## config.mk

```make
export PLATFORM = sky130hd
export DESIGN_NAME = svm_dwell_calc
export DESIGN_NICKNAME = d
export VERILOG_FILES = /design/src/rtl/svm_dwell_calc.sv
export SDC_FILE = /design/constraint.sdc
export NUM_CORES = 2
export LEC_CHECK = 0
export CAP_MARGIN = 20
export CORE_ASPECT_RATIO = 1.75
export CORE_MARGIN = 8
export CORE_UTILIZATION = 63
export DETAILED_ROUTE_END_ITERATION = 12
export PLACE_DENSITY = 0.92
export SYNTH_ARGS = -nofsm -noshare
export SYNTH_HDL_FRONTEND = slang
export SYNTH_SLANG_ARGS = --single-unit
export TNS_END_PERCENT = 20
```

## constraint.sdc

```tcl
create_clock -name clk -period 16.08 [get_ports clk]
set_clock_uncertainty 0.2 [all_clocks]
set_input_delay 1.608 -clock clk [delete_from_list [all_inputs] [get_ports clk]]
set_output_delay 1.608 -clock clk [all_outputs]
set_load 0.05 [all_outputs]
```

## src/rtl/svm_dwell_calc.sv

```systemverilog
module svm_dwell_calc #(
  parameter int PHASE_W = 16,
  parameter int MOD_W   = 12,
  parameter int ANG_W   = 6,
  parameter int FRAC_W  = 14,
  parameter int CNT_W   = 16,
  parameter int PERIOD  = 2000
) (
  input  logic               clk,
  input  logic               rst_n,
  input  logic               in_valid,
  input  logic [MOD_W-1:0]   in_mod,
  input  logic [PHASE_W-1:0] in_phase,
  output logic               out_valid,
  output logic [2:0]         out_sector,
  output logic [CNT_W-1:0]   out_t1,
  output logic [CNT_W-1:0]   out_t2,
  output logic [CNT_W-1:0]   out_t0
);
  localparam int N    = 1 << ANG_W;
  localparam int LW   = FRAC_W + 1;
  localparam int SH   = MOD_W + FRAC_W;
  localparam int PRW  = MOD_W + LW + CNT_W;
  localparam int DROP = PHASE_W - ANG_W;

  function automatic logic [LW-1:0] sin_q(input int k);
    real a;
    a = 3.141592653589793 * real'(k) / (3.0 * real'(N));
    return LW'(longint'($sin(a) * real'(longint'(1) << FRAC_W)));
  endfunction

  function automatic logic [CNT_W-1:0] scale(input logic [MOD_W-1:0] m, input logic [LW-1:0] s);
    logic [PRW-1:0] p;
    p = PRW'(m) * PRW'(s) * PRW'(PERIOD);
    return CNT_W'((p + (PRW'(1) << (SH - 1))) >> SH);
  endfunction

  logic [LW-1:0] lut [0:N];
  for (genvar k = 0; k <= N; k++) begin : g_lut
    assign lut[k] = sin_q(k);
  end

  logic [ANG_W+2:0] split;
  assign split = (ANG_W+3)'(({3'b0, in_phase} * (PHASE_W+3)'(6)) >> DROP);

  logic             v1, v2;
  logic [2:0]       s1_sec, s2_sec;
  logic [ANG_W:0]   s1_idx;
  logic [MOD_W-1:0] s1_mod;
  logic [CNT_W-1:0] s2_t1, s2_t2;

  always_ff @(posedge clk) begin
    if (!rst_n) begin
      v1 <= 1'b0;
      v2 <= 1'b0;
      out_valid <= 1'b0;
      s1_sec <= '0; s1_idx <= '0; s1_mod <= '0;
      s2_sec <= '0; s2_t1 <= '0; s2_t2 <= '0;
      out_sector <= '0; out_t1 <= '0; out_t2 <= '0; out_t0 <= '0;
    end else begin
      v1 <= in_valid;
      v2 <= v1;
      out_valid <= v2;
      if (in_valid) begin
        s1_sec <= split[ANG_W+2:ANG_W];
        s1_idx <= {1'b0, split[ANG_W-1:0]};
        s1_mod <= in_mod;
      end
      if (v1) begin
        s2_sec <= s1_sec;
        s2_t2  <= scale(s1_mod, lut[s1_idx]);
        s2_t1  <= scale(s1_mod, lut[(ANG_W+1)'(N) - s1_idx]);
      end
      if (v2) begin
        out_sector <= s2_sec;
        out_t1 <= s2_t1;
        out_t2 <= s2_t2;
        out_t0 <= CNT_W'(PERIOD) - s2_t1 - s2_t2;
      end
    end
  end

  AST_ACTIVE_FITS: assert property (@(posedge clk) disable iff (!rst_n)
    v2 |-> ({1'b0, s2_t1} + {1'b0, s2_t2} <= (CNT_W+1)'(PERIOD)));
  AST_SECTOR_RANGE: assert property (@(posedge clk) disable iff (!rst_n)
    out_valid |-> out_sector <= 3'd5);
  AST_LATENCY: assert property (@(posedge clk) disable iff (!rst_n)
    in_valid |-> ##3 out_valid);
  AST_NO_SPURIOUS: assert property (@(posedge clk) disable iff (!rst_n)
    out_valid |-> $past(in_valid, 3));
  AST_HOLD: assert property (@(posedge clk) disable iff (!rst_n)
    !v2 |=> $stable({out_sector, out_t1, out_t2, out_t0}));
  AST_ZERO_MOD: assert property (@(posedge clk) disable iff (!rst_n)
    (v1 && s1_mod == '0) |=> (s2_t1 == '0 && s2_t2 == '0));
endmodule

```

Word-level counts from Yosys, hierarchy flattened
Memories as Yosys holds them, arrays and structs flattened.
Index checks and enable logic that the tools add are counted.
Cells by class
  add/sub/neg operators: 5
  magnitude comparators: 2
  multipliers: 5
  bitwise logic cells: 2
  muxes and demuxes: 4
Operator list (number)
  38-bit by 26-bit adder with 39-bit output (second input constant): 2
  27-bit by 7-bit multiplier with 34-bit output (second input constant): 2
  15-bit 2-to-1 mux: 4
  12-bit by 15-bit multiplier with 27-bit output: 2
  16-bit by 2-bit multiplier with 18-bit output (second input constant): 1
  8-bit >= comparator (second input constant): 2
  11-bit by 16-bit subtractor with 16-bit output (first input constant): 1
  16-bit subtractor: 1
  6-bit NOT with 8-bit output: 1
  7-bit NOT with 8-bit output: 1
  7-bit by 6-bit subtractor with 7-bit output (first input constant): 1
Storage, ports and cells
  memories kept: 2
  word-level logic and storage cells: 33
  memory bits (read-only): 3840
  bits of input ports: 31
  output and inout port bits: 52
  flip-flop bits (word level): 110
Memories
  (name not given): words 128, bits a word 15, rd ports 1, clocked after memory_dff 0, write ports 0, RTL line 72  | s2_t1 <= scale(s1_mod, lut[(ANG_W+1)'(N) - s1_idx]);
  (name not given): words 128, bits a word 15, rd ports 1, clocked after memory_dff 0, write ports 0, RTL line 71  | s2_t2 <= scale(s1_mod, lut[s1_idx]);

Longest topological paths before layout
  depth in word-level cells: 8
  mapped depth: 59

Worst setup path after synthesis
Ideal clock, no wire load.
  kind: reg2reg
  from: register s1_idx[0]
  to: register s2_t1[11]
  arrival time: 12.920 ns
  setup slack: 2.838 ns
  setup time: 0.122 ns
  cell stages (with the launch flop): 55
  cell sequence: dfxtp_1 clkbuf_1 inv_1 clkbuf_1 ha_1 clkbuf_1 inv_1 ha_1 clkbuf_1 clkinv_1 clkbuf_1 o21ai_0 o2111ai_1 o21ai_0 nor2_1 a211oi_1 clkbuf_1 nand2_1 [19 not listed] fa_1 fa_1 fa_1 inv_1 ha_1 and4_1 clkbuf_1 and3_1 a221oi_1 o211ai_1 a221o_1 nand3_1 and2_1 ha_1 nand2_1 nand4b_1 o41a_1 a311o_1
Between the ends
  word-level cells in the longest chain between the ends: 8
RTL lines
  start: declaration: RTL line 48  | logic [ANG_W:0] s1_idx;
  start signal: assignment: RTL line 66  | s1_idx <= {1'b0, split[ANG_W-1:0]};
  7-bit by 6-bit subtractor with 7-bit output: RTL line 72
  7-bit NOT with 8-bit output (not written as such): RTL line 72
  memory read 128 x 15 bit
  15-bit 2-to-1 mux (not written as such) (2 in a row): RTL line 72
  12-bit by 15-bit multiplier with 27-bit output: RTL line 34  | p = PRW'(m) * PRW'(s) * PRW'(PERIOD);
  27-bit by 7-bit multiplier with 34-bit output: RTL line 34
  38-bit by 26-bit adder with 39-bit output: RTL line 35  | return CNT_W'((p + (PRW'(1) << (SH - 1))) >> SH);
  end signal: assignment: RTL line 72
  end: declaration: RTL line 50  | logic [CNT_W-1:0] s2_t1, s2_t2;
Every way passes these cells. The select of a mux whose other input is x is not followed.
A chain may end at the register's enable or synchronous reset.

Worst setup path after layout
  from: register s1_idx[1]
  to: register s2_t1[11]
The elaborated chain is that of the path after synthesis.

==> impl_results.md <==
* Status: complete, no violations
* FILL cells at approximately 3,100
* Layout cells sized above 1 at under 10%
* Reg2Reg Depth at 46
* Crit path DAT at 15.03 ns
* Area share of the largest cell type after synthesis at 31.2%
* Clock root cell: clkbuf_16
* Worst-Skew Late Latency at 0.40 ns
* Fin nets at 4,002
* Clk sinks at 98
* Slowest cell on crit path: o22ai_1
* Max-slew violations at 0
* Syn Std Cell Area at 27,100 um^2
* Largest stage delay, worst path at 0.77 ns
* Yosys reg bits at 98
* Placed wire-length estimate at 57,800 um
* Final hold vios at 0
* Hold Slack at 0.286 ns
* DIE AREA at around 50,000 um^2
* H-tree depth at 3
* I/O Buffers at 76
* Initial Util at a little under two thirds
* WS Path Type: reg -> reg
* Max Clk Rate at around 67 MHz
* CTS Buf Count at 9
* Crit path launch: s1_idx[1]
* Area of the core at 42,500 um^2
* Post-route DRC at 0
* Req. time, crit path at 16.18 ns
* Initial antenna violation count at 3
* Clock Tree Buf Depth at 2
* Remaining antenna violation count after routing at 0
* Worst-path clk slew at 0.12 ns
* Total gr overflow at 0
* Hold path depth at 2
* Detailed-route wire length per cell at 20.0 um
* Min cycle time layout at 14.93 ns
* Ys Warns at 0
* Ys async rst share at 0%
* Syn_area_per_cell at approximately 8.4 um^2
* DR iter-0 viols at 2,013
* Vias in the first global route at 25,400
* Largest net degree at the start of global routing at 83
* Final WL at 75,600 um
* Final Setup Violations at 0
* Max-slew headroom at a little over a fifth
* Routed vias/inst at around 6
* # rows at 100
* Count of flip-flops with a built-in enable after synthesis at 0
* Die W at 173 um
* CP Capture Type: flip-flop
* Seq/Total Area, Yosys at 7.24%
* MaxCap Viol Count at 0
* RSZ-0062 raised after global routing: no
* Worst reg2reg path startpoint: s1_idx[1]
* Area contributors post-synth: fa_1, ha_1, inv_1, dfxtp_1, nand2_1
* Layout Cells excl Fill at around 3,800
* First-pass GRT wire length at 124,000 um
* Period utilisation layout at approximately 93%
* Via count at 23,400
* Gate Count Post-Synth at approximately 3,200
* CTS tree: done
* Die span in y at 290 um
* Synth area leader: fa_1
* Worst Setup EP: s2_t1[11]
* Slew @ Worst Pin at 1.17 ns
* GRT Resource Usage Total at a little under a third
* R2R setup slack at 1.15 ns
* Ports at 83
* Dpl cells at 3,762
* Post-CTS setup buffers at 0
* HP Class: reg -> reg
* Drt first pass iters at 6
* GPL Wtd Cong at 0.972
* Most frequent cell on the critical path: inv_1
* Cts hold-fix bufs at 0
* Area grow syn2layout at 5.65%
* R2R Path End: s2_t1[11]
* Main synth FF type: dfxtp_1
* Final TNS setup at 0 ns
* Synth unique cells at 93
* Worst-path fanout max at 31
* Setup crit start kind: flip-flop
[layout make-up]
class | count | area [um^2] | area share [%]
Timing Repair Buffer | 121 | 1100 | 3.84
Multi-Input combinational cell | 2327 | 22100 | 77.2
Antenna cell | 2 | 5.00 | 0.0175
Inverter | 660 | 2480 | 8.66
Clock buffer | 10 | 229 | 0.800
Sequential cell | 98 | 1960 | 6.87
Clock inverter | 6 | 57.6 | 0.201
Tap cell | 561 | 702 | 2.45
[worst min-delay path by stage]
stage | start | endpoint | slack, ns
2_1_floorplan | s2_t1[12] | s2_t1[12] | 0.24
3_3_place_gp | out_t0[7] | out_t0[7] | 0.25
3_5_place_dp | s2_t1[12] | s2_t1[12] | 0.26
4_1_cts | s2_t1[12] | s2_t1[12] | 0.28
5_1_grt | s2_t1[12] | s2_t1[12] | 0.30
6_report | s2_t1[12] | s2_t1[12] | 0.29
[critical path, delay by kind of cell, from the launching register on]
family	cells	cell delay, ns
AOI/OAI and AO/OA	15	3.76
DFF	1	0.76
and+or+nand+nor	6	1.79
adders and majority gates	12	5.71
xor gates and xnor gates	3	1.13
buffers and inverters	10	1.47
[registers in the layout (all words and copies together) (netlist names)]
signal      flops
v1              1
s1_mod         12
out_t2         13
s1_sec          3
s1_idx          6
out_sector      3
v2              1
s2_sec          3
out_valid       1
out_t0         16
s2_t1          13
s2_t2          13
out_t1         13
[through the flow]
step / setup WS (ns) / instance area (um^2) / util, %
6_report: 1.15 / 28600 / 67.3
5_1_grt: 0.327 / 28600 / 67.3
4_1_cts: 0.801 / 28600 / 67.1
3_5_place_dp: 0.789 / 28300 / 66.5
3_3_place_gp: 1.37 / 28300 / 66.5
2_1_floorplan: 2.84 / 27100 / -
[timing repair]
item                                    CTS  global route
endpoints found under the setup margin    0             5
endpoints found under the hold margin     0             0
gates resized for setup                   0             3
[synth_stat cells (7+ instances only)]
cell,n
xnor2_1,87
nand2_1,326
nor4_1,7
o21a_1,13
o21bai_1,20
buf_4,9
fa_1,422
and2_1,107
a21oi_1,119
inv_1,657
a31oi_1,29
a311oi_1,7
nand3_1,58
buf_1,16
nor2_1,174
nand3b_1,8
ha_1,332
nor3_1,35
o21ai_0,110
or3_1,12
xor2_1,33
nand2b_1,14
dfxtp_1,98
nand4_1,10
and3_1,47
o211ai_1,18
a21o_1,47
nor2b_1,31
a211o_1,7
clkbuf_1,126
and4_1,8
mux2i_1,69
a211oi_1,47
[placed cells by master (no fill, tap or decap), types with 58 or more instances in the layout]
cell,n
clkdlybuf4s50_1,76
inv_1,657
ha_1,331
nand2_1,326
dfxtp_1,96
nor2_1,174
xnor2_1,85
a21oi_1,116
o21ai_0,108
fa_1,422
nand3_1,58
and2_1,107
mux2i_1,69
[per-layer routing]
metal | wire [um] | GRT usage [%]
met1 | 23600 | 29.3
met2 | 39400 | 55.2
met3 | 5120 | 5.60
met4 | 7500 | 27.8
met5 | 0 | 0
[kinds of logic after synthesis]
family                   count (synthesis)  share of synthesized area, %
flip-flops                              98                          7.24
other                                    1                        0.0138
XOR/XNOR                               121                          3.96
adder cells (fa/ha/maj)                759                          46.7
multiplexers                            76                          2.98
AND/OR/NAND/NOR                        867                          15.4
buffers and inverters                  813                          11.4
AO/OA/AOI/OAI                          498                          12.3
Power is not shown: default switching activity piles up to over one toggle a cycle in this logic, so the estimate is an artifact.
